`src/rtl/cdw_pkg.sv`:
```
package cdw_pkg;
  localparam int REG_AW = 2;
  localparam logic [REG_AW-1:0] ADDR_CTRL = 2'd0;
  localparam logic [REG_AW-1:0] ADDR_CNT  = 2'd1;
  localparam logic [REG_AW-1:0] ADDR_STAT = 2'd2;

  typedef enum logic [1:0] {
    SRC_FAST  = 2'b00,
    SRC_DIV_B = 2'b01,
    SRC_DIV_C = 2'b10,
    SRC_DIV_D = 2'b11
  } src_e;
endpackage

```
`src/rtl/cdw_prescaler.sv`:
```
module cdw_prescaler #(
  parameter int DIV_B = 64,
  parameter int DIV_C = 4096,
  parameter int DIV_D = 245760
) (
  input  logic       clk_i,
  input  logic       rst_ni,
  input  logic       tick_i,
  input  logic       run_i,
  input  logic       clr_i,
  input  logic [1:0] src_i,
  output logic       step_o
);
  localparam int PW = (DIV_D > 2) ? $clog2(DIV_D) : 1;
  localparam int DIVS [4] = '{1, DIV_B, DIV_C, DIV_D};

  logic [PW-1:0] lim_a [4];
  logic [PW-1:0] pcnt_q;
  logic [PW-1:0] lim;
  logic          wrap;

  for (genvar g = 0; g < 4; g++) begin : g_lim
    assign lim_a[g] = PW'(DIVS[g] - 1);
  end

  assign lim    = lim_a[src_i];
  // >= keeps a source change mid-period from overrunning the new limit
  assign wrap   = (pcnt_q >= lim);
  assign step_o = run_i && tick_i && wrap && !clr_i;

  always_ff @(posedge clk_i or negedge rst_ni) begin
    if (!rst_ni) begin
      pcnt_q <= '0;
    end else if (clr_i) begin
      pcnt_q <= '0;
    end else if (run_i && tick_i) begin
      pcnt_q <= wrap ? '0 : pcnt_q + 1'b1;
    end
  end
endmodule

```
`src/rtl/cdw_counter.sv`:
```
module cdw_counter #(
  parameter int CNT_W = 8
) (
  input  logic             clk_i,
  input  logic             rst_ni,
  input  logic             load_i,
  input  logic [CNT_W-1:0] load_val_i,
  input  logic             step_i,
  input  logic             rd_clr_i,
  output logic [CNT_W-1:0] cnt_o,
  output logic             flag_o
);
  localparam logic [CNT_W-1:0] ONE = CNT_W'(1);

  logic [CNT_W-1:0] cnt_q;
  logic             flag_q;
  logic             live;
  logic             expire;

  assign live   = (cnt_q != '0);
  assign expire = step_i && (cnt_q == ONE);

  always_ff @(posedge clk_i or negedge rst_ni) begin
    if (!rst_ni) begin
      cnt_q <= '0;
    end else if (load_i) begin
      cnt_q <= load_val_i;
    end else if (step_i && live) begin
      cnt_q <= cnt_q - ONE;
    end
  end

  // priority: load clears, expiry sets, read clears
  always_ff @(posedge clk_i or negedge rst_ni) begin
    if (!rst_ni) begin
      flag_q <= 1'b0;
    end else if (load_i) begin
      flag_q <= 1'b0;
    end else if (expire) begin
      flag_q <= 1'b1;
    end else if (rd_clr_i) begin
      flag_q <= 1'b0;
    end
  end

  assign cnt_o  = cnt_q;
  assign flag_o = flag_q;
endmodule

```
`src/rtl/cdw_regs.sv`:
```
module cdw_regs
  import cdw_pkg::*;
#(
  parameter int CNT_W = 8
) (
  input  logic              clk_i,
  input  logic              rst_ni,
  input  logic              wr_en_i,
  input  logic [REG_AW-1:0] wr_addr_i,
  input  logic [CNT_W-1:0]  wr_data_i,
  input  logic              rd_en_i,
  input  logic [REG_AW-1:0] rd_addr_i,
  input  logic [CNT_W-1:0]  cnt_i,
  input  logic              flag_i,
  output logic              en_o,
  output logic [1:0]        src_o,
  output logic              load_o,
  output logic [CNT_W-1:0]  load_val_o,
  output logic              rd_clr_o,
  output logic [CNT_W-1:0]  rd_data_o
);
  logic             en_q;
  logic [1:0]       src_q;
  logic [CNT_W-1:0] rd_q;
  logic [CNT_W-1:0] rd_mux;
  logic             unused_ctrl_bits;

  assign unused_ctrl_bits = ^wr_data_i[CNT_W-1:3];

  always_ff @(posedge clk_i or negedge rst_ni) begin
    if (!rst_ni) begin
      en_q  <= 1'b0;
      src_q <= SRC_FAST;
    end else if (wr_en_i && wr_addr_i == ADDR_CTRL) begin
      en_q  <= wr_data_i[0];
      src_q <= wr_data_i[2:1];
    end
  end

  always_comb begin
    rd_mux = '0;
    case (rd_addr_i)
      ADDR_CTRL: rd_mux = {{(CNT_W-3){1'b0}}, src_q, en_q};
      ADDR_CNT:  rd_mux = cnt_i;
      ADDR_STAT: rd_mux = {{(CNT_W-1){1'b0}}, flag_i};
      default:   rd_mux = '0;
    endcase
  end

  always_ff @(posedge clk_i or negedge rst_ni) begin
    if (!rst_ni) begin
      rd_q <= '0;
    end else if (rd_en_i) begin
      rd_q <= rd_mux;
    end
  end

  assign en_o       = en_q;
  assign src_o      = src_q;
  assign load_o     = wr_en_i && (wr_addr_i == ADDR_CNT);
  assign load_val_o = wr_data_i;
  assign rd_clr_o   = rd_en_i && (rd_addr_i == ADDR_STAT);
  assign rd_data_o  = rd_q;
endmodule

```
`src/rtl/cd_watchdog.sv`:
```
module cd_watchdog
  import cdw_pkg::*;
#(
  parameter int CNT_W = 8,
  parameter int DIV_B = 64,
  parameter int DIV_C = 4096,
  parameter int DIV_D = 245760
) (
  input  logic              clk_i,
  input  logic              rst_ni,
  input  logic              tick_4k_i,
  input  logic              wr_en_i,
  input  logic [REG_AW-1:0] wr_addr_i,
  input  logic [CNT_W-1:0]  wr_data_i,
  input  logic              rd_en_i,
  input  logic [REG_AW-1:0] rd_addr_i,
  output logic [CNT_W-1:0]  rd_data_o,
  output logic              irq_o
);
  logic             en_w;
  logic [1:0]       src_w;
  logic             load_w;
  logic [CNT_W-1:0] load_val_w;
  logic             rd_clr_w;
  logic             step_w;
  logic [CNT_W-1:0] cnt_w;
  logic             flag_w;

  cdw_regs #(.CNT_W(CNT_W)) u_regs (
    .clk_i      (clk_i),
    .rst_ni     (rst_ni),
    .wr_en_i    (wr_en_i),
    .wr_addr_i  (wr_addr_i),
    .wr_data_i  (wr_data_i),
    .rd_en_i    (rd_en_i),
    .rd_addr_i  (rd_addr_i),
    .cnt_i      (cnt_w),
    .flag_i     (flag_w),
    .en_o       (en_w),
    .src_o      (src_w),
    .load_o     (load_w),
    .load_val_o (load_val_w),
    .rd_clr_o   (rd_clr_w),
    .rd_data_o  (rd_data_o)
  );

  cdw_prescaler #(.DIV_B(DIV_B), .DIV_C(DIV_C), .DIV_D(DIV_D)) u_pre (
    .clk_i  (clk_i),
    .rst_ni (rst_ni),
    .tick_i (tick_4k_i),
    .run_i  (en_w),
    .clr_i  (load_w),
    .src_i  (src_w),
    .step_o (step_w)
  );

  cdw_counter #(.CNT_W(CNT_W)) u_cnt (
    .clk_i      (clk_i),
    .rst_ni     (rst_ni),
    .load_i     (load_w),
    .load_val_i (load_val_w),
    .step_i     (step_w),
    .rd_clr_i   (rd_clr_w),
    .cnt_o      (cnt_w),
    .flag_o     (flag_w)
  );

  assign irq_o = flag_w;
endmodule

```
`config.mk`:
```
export PLATFORM = sky130hd
export DESIGN_NAME = cd_watchdog
export DESIGN_NICKNAME = d
export VERILOG_FILES = /design/src/rtl/cdw_pkg.sv /design/src/rtl/cdw_prescaler.sv /design/src/rtl/cdw_counter.sv /design/src/rtl/cdw_regs.sv /design/src/rtl/cd_watchdog.sv
export SDC_FILE = /design/constraint.sdc
export NUM_CORES = 1
export LEC_CHECK = 0
export BUFFER_PORTS_ARGS = -buffer_cell sky130_fd_sc_hd__buf_2
export CAP_MARGIN = 20
export CORE_ASPECT_RATIO = 0.6
export CORE_MARGIN = 2
export CORE_UTILIZATION = 55
export CTS_CLUSTER_DIAMETER = 120
export DETAILED_ROUTE_END_ITERATION = 10
export GPL_TIMING_DRIVEN = 0
export PLACE_DENSITY_LB_ADDON = 0.3
export SLEW_MARGIN = 10
export SYNTH_ARGS = -nofsm -noshare
export SYNTH_HDL_FRONTEND = slang
export SYNTH_SLANG_ARGS = --single-unit
```
`constraint.sdc`:
```
create_clock -name clk_i -period 4.7 [get_ports clk_i]
set_input_delay 0.705 -clock clk_i [delete_from_list [all_inputs] [get_ports clk_i]]
set_output_delay 0.705 -clock clk_i [all_outputs]
set_load 0.02 [all_outputs]
```
Word-level counts from Yosys, hierarchy flattened --
Index checks and enable logic that the tools add are counted. Widths: inputs -> output; s select.
Storage, ports and cells: logic and storage cells 42, register bits after elaboration 38, output and inout port bits 9, input bits 17
Operators by class: bitwise gates (word level) 1, add/subtract/negate cells 2, muxes and demuxes 12, order comparisons 2, equal/unequal tests 4, reduce and logical (&&, ||, !) cells 15
Operator list (number):
- $mux 18 | 5
- $bmux 18 s2 | 1
- $pmux 8 s3 | 1
- $add 18x1->18 const B | 1
- $ge 18x18->1 | 1
- $mux 8 | 2
- $eq 8x1->1 const B | 1
- $logic_and 1x1->1 | 8
- $reduce_bool 8->1 | 1
- $sub 8x1->8 const B | 1
- $eq 2x1->1 const B | 2
- $logic_not 2->1 | 2
- $reduce_bool 2->1 | 2
- $ge 3x3->1 const B | 1
- $mux 1 | 3
- $not 2->3 | 1
- $reduce_bool 3->1 | 1
- $eq 2x2->1 const B | 1
- $logic_not 1->1 | 1

Longest topological paths before layout --
depth after elaboration 10, gate-level depth with buffers 12, gate-level depth less buffers 9

Cells and area by module --
From an unflattened synthesis, not the netlist that was laid out.
Second synthesis, totals: cells, all modules 275, area total of the unflattened synthesis 2532.4 µm²
Modules (own cells, without submodules):
- cdw_prescaler | seq. area each 450.4 µm², times used 1, area an instance 1377.6 µm², cells each 155
- cdw_counter | seq. area each 225.2 µm², times used 1, area an instance 583.1 µm², cells each 66
- cdw_regs | seq. area each 275.3 µm², times used 1, area an instance 571.8 µm², cells each 54

Least setup slack after synthesis --
OpenSTA, ideal clock, no wires.
path type register to register, start point reg u_regs.src_q[0], in the netlist u_regs.src_o[0], end point reg u_pre.pcnt_q[10], library setup time 0.082 ns, clock period less this slack 2.365 ns, stages on the path, launching flop included 13, buffers on the path 3, data required time 4.618 ns, arrival 2.283 ns, setup slack 2.335 ns, path through dfrtp_1 nor2_1 inv_1 ha_1 nand2b_1 maj3_1 o211ai_1 o211a_1 buf_6 buf_2 buf_4 nand3b_1 a31oi_1
On the way: word-level cells in the longest chain between the ends 8
Ends and longest elaborated chain:
- from (decl) | line cdw_regs.sv:23 | logic [1:0] src_q;
- from (signal assigned) | line cdw_regs.sv:36 | src_q <= wr_data_i[2:1];
- $not 2->3 (implied by the code) | line cdw_prescaler.sv:26 | assign lim = lim_a[src_i];
- $bmux 18 s2 | line cdw_prescaler.sv:26
- $mux 18 (implied by the code) (2 in a row) | line cdw_prescaler.sv:26
- $ge 18x18->1 | line cdw_prescaler.sv:28 | assign wrap = (pcnt_q >= lim);
- $mux 18 | line cdw_prescaler.sv:37 | pcnt_q <= wrap ? '0 : pcnt_q + 1'b1;
- $mux 18 | line cdw_prescaler.sv:36 | end else if (run_i && tick_i) begin
- $mux 18 | line cdw_prescaler.sv:34 | end else if (clr_i) begin
- to (signal assigned) | line cdw_prescaler.sv:37
- to (decl) | line cdw_prescaler.sv:18 | logic [PW-1:0] pcnt_q;
No other way between the ends. The select of a mux whose other input is x is not followed. A chain may end at the register's enable or synchronous reset.

Final worst setup path --
start point reg u_regs.src_q[0], in the netlist u_regs.src_o[0], end point reg u_pre.pcnt_q[6]
Same word-level chain as after synthesis.

==> results.cfg <==
[place]
hpwl_um = 4570
globalplace.congestion = 0.9641
numPortBuffers = 25

[floorplanning]
rows = 18
die_w_um = 88.77
die_area_um2 = 4870
start_util_pct = 57.53
pin_count = 26
core_area_um2 = 4121
die_h_um = 54.86

[synthesis]
postSynthCellCount = 272
async_reset_ff_share_pct = 100.0
synthFlopType = dfrtp_1
ys_seq_elements = 38
yosysUniqueCellTypes = 41
synth_area_per_cell_um2 = 8.717
synth_area_um2 = 2371
mappedNetlistNets = 304
yosysWarnings = 0
seq_area_frac_synth_pct = 40.11
synth_edf_count = 0

[clock_network]
htree_levels = 2
cts_tree = built
cts-hold-fix-buffers = 0
cts_resized = 0
cts_inserted_buffers = 5
clock_latency_ns = 0.30
clk_pin_slew_ns = 0.08
cts.sink_count = 38
max-clock-path-buffers = 2
cts_setup_buffers = 0
cts-root-buf = clkbuf_8

[setup_path]
crit_chain = nor2_1 > inv_1 > ha_1 > nand2b_1 > maj3_1 > o211ai_1 > o211a_1 > buf_6 > buf_2 > buf_4 > nand3b_1 > a31oi_1
slowest_delay_ns = 0.42
cpMaxStageDelayCell = dfrtp_1
crit_path_start_kind = flop
r2r_end = u_pre.pcnt_q[6]$_DFFE_PN0P_
crit-reg2reg-launch = u_regs.src_o[0]$_DFFE_PN0P_
path_class = reg2reg
cp.required_ns = 4.92
critPathBufInv = 4
cp.arrival_ns = 2.96
end_kind = flop
rr_worst_depth = 12
r2r_slack_ns = 1.96
crit_family = buffers and inverters
path_max_fanout = 10

[pwr]
p_per_area_nw_per_um2 = 320.8
p_leak_nw = 1.150
peakVddDrop_mv = 0.2133

[run]
maxCapViolations = 0

[route]
postRouteAntennaNets = 0
wl_per_cell_um = 17.01
drcViolationCount = 0
vias_per_cell = 6.293
drt_iter0_markers = 172
first_pass_iters = 5
finalWirelength_um = 6208
vias = 2297

[global_route]
grt_max_degree = 39
grt_overflow = 0
grtUsageTotal_pct = 29.29
antenna_found_initial = 0
grt_pass1_wl_um = 10340
grt_pass1_vias = 2069

[hold_path]
hold_path.class = in2async

[timing]
finalSetupViolCount = 0
rsz0062_at_grt = false
setup-tns-final_ns = 0
slew_violations = 0
holdWs_ns = 0.4908
finalCriticalPeriod_ns = 2.743
max_slew_margin_pct = 44.27
fmax_mhz = 364.5
hold_viol = 0
clock_skew_ns = 0.008539
tightest_slew_ns = 0.8360
fin_crit_sh_pct = 58.37

[outcome]
outcome = finished clean

[cells_and_area]
fin_nets = 336
diodes = 0
final_util_pct = 64.69
area_growth_pct = 12.45
layout-drive-gt1-share_pct = 14.43
-- logic make-up (layout without fill, tap and decap cells) --
family                   Yosys count  in the layout  synth area share, %
buffers and inverters             30             63                5.382
AO/OA/AOI/OAI                     73             73                19.00
AND/OR/NAND/NOR                  110            110                24.96
multiplexers                       5              5                2.216
adder cells (fa/ha/maj)           16             16                8.338
flip-flops                        38             38                40.11
-- flip-flops by register name, indices dropped and copies added (netlist names) --
| signal | cells |
|---|---|
| u_regs.src_o | 2 |
| u_pre.pcnt_q | 18 |
| u_regs.en_o | 1 |
| u_cnt.cnt_o | 8 |
| u_regs.rd_data_o | 8 |
| u_cnt.flag_o | 1 |
-- worst max-delay path by stage --
stage | to | slack, ns | cells after the start | from
4_1_cts | u_pre.pcnt_q[6]$_DFFE_PN0P_ | 1.99 | 12 | u_regs.src_o[0]$_DFFE_PN0P_
3_5_place_dp | u_pre.pcnt_q[11]$_DFFE_PN0P_ | 2.03 | 12 | u_regs.src_o[0]$_DFFE_PN0P_
5_1_grt | u_pre.pcnt_q[9]$_DFFE_PN0P_ | 1.70 | 12 | u_regs.src_o[0]$_DFFE_PN0P_
2_1_floorplan | u_pre.pcnt_q[10]$_DFFE_PN0P_ | 2.34 | 12 | u_regs.src_o[0]$_DFFE_PN0P_
3_3_place_gp | u_pre.pcnt_q[6]$_DFFE_PN0P_ | 2.05 | 12 | u_regs.src_o[0]$_DFFE_PN0P_
6_report | u_pre.pcnt_q[6]$_DFFE_PN0P_ | 1.96 | 12 | u_regs.src_o[0]$_DFFE_PN0P_
-- power by group --
| group | switching (mW) | internal, mW |
|---|---|---|
| clock | 0.122 | 0.118 |
| combinational | 0.128 | 0.0806 |
| sequential | 0.0462 | 0.361 |
-- layout by cell type, fill, tap and decap left out, types with 2 or more instances in the layout --
cell / Yosys / final
inv_1: 18 / 18
and2_1: 2 / 2
a31oi_1: 30 / 30
clkbuf_1: 7 / 7
dfrtp_1: 38 / 38
nand2b_1: 5 / 5
or3_1: 5 / 5
buf_2: 3 / 28
nand3_1: 16 / 16
nand4_1: 4 / 4
nand2_1: 27 / 27
mux2i_1: 3 / 3
nand3b_1: 10 / 10
a21oi_1: 11 / 11
o22ai_1: 9 / 9
or4_1: 5 / 5
nand4b_1: 2 / 2
nor2_1: 17 / 17
o21ai_0: 12 / 12
nor3_1: 4 / 4
mux2_2: 2 / 2
clkbuf_8: 0 / 6
nor4_1: 3 / 3
and3_1: 3 / 3
o211ai_1: 5 / 5
ha_1: 15 / 15
-- per-stage QoR --
stage,std cells,worst slack (ns),power (mW),area [µm²]
6_report,365,1.957,0.8554,2666
5_1_grt,365,1.698,0.9043,2666
4_1_cts,365,1.987,0.8553,2666
3_5_place_dp,357,2.028,0.6164,2571
3_3_place_gp,357,2.054,0.6040,2571
2_1_floorplan,272,2.335,0.5416,2371
-- cell usage after synthesis, drive strengths merged, types with 5 or more instances --
master / instances / share of area, %
o211ai: 5 / 1.6
a21oi: 11 / 2.3
inv: 18 / 2.8
nand2: 27 / 4.3
nor2: 18 / 3.0
ha: 15 / 7.9
or3: 5 / 1.3
o22ai: 9 / 2.4
dfrtp: 38 / 40
nand3: 16 / 3.4
nand3b: 10 / 3.2
o21ai: 12 / 2.5
a31oi: 30 / 7.9
or4: 6 / 2.1
nand2b: 5 / 1.3
clkbuf: 7 / 1.1
buf: 5 / 1.4
-- layer usage --
metal / vias up / part of all wire, % / GRT usage [%]
li1: 1083 / - / -
met1: 1094 / 51 / 45.30
met2: 111 / 40 / 40.42
met3: 9 / 8.6 / 5.128
met4: 0 / 1.2 / 10.61
met5: - / 0 / 0
-- cell type report --
type	instances	area, µm²
Buffer	12	60.06
Clock buffer	6	82.58
Clock inverter	2	12.51
Fill cell	358	1455
Inverter	18	67.56
Multi-Input combinational cell	204	1292
Sequential cell	38	950.9
Tap cell	60	75.07
Timing Repair Buffer	25	125.1
(Power assumes the default switching activity.)
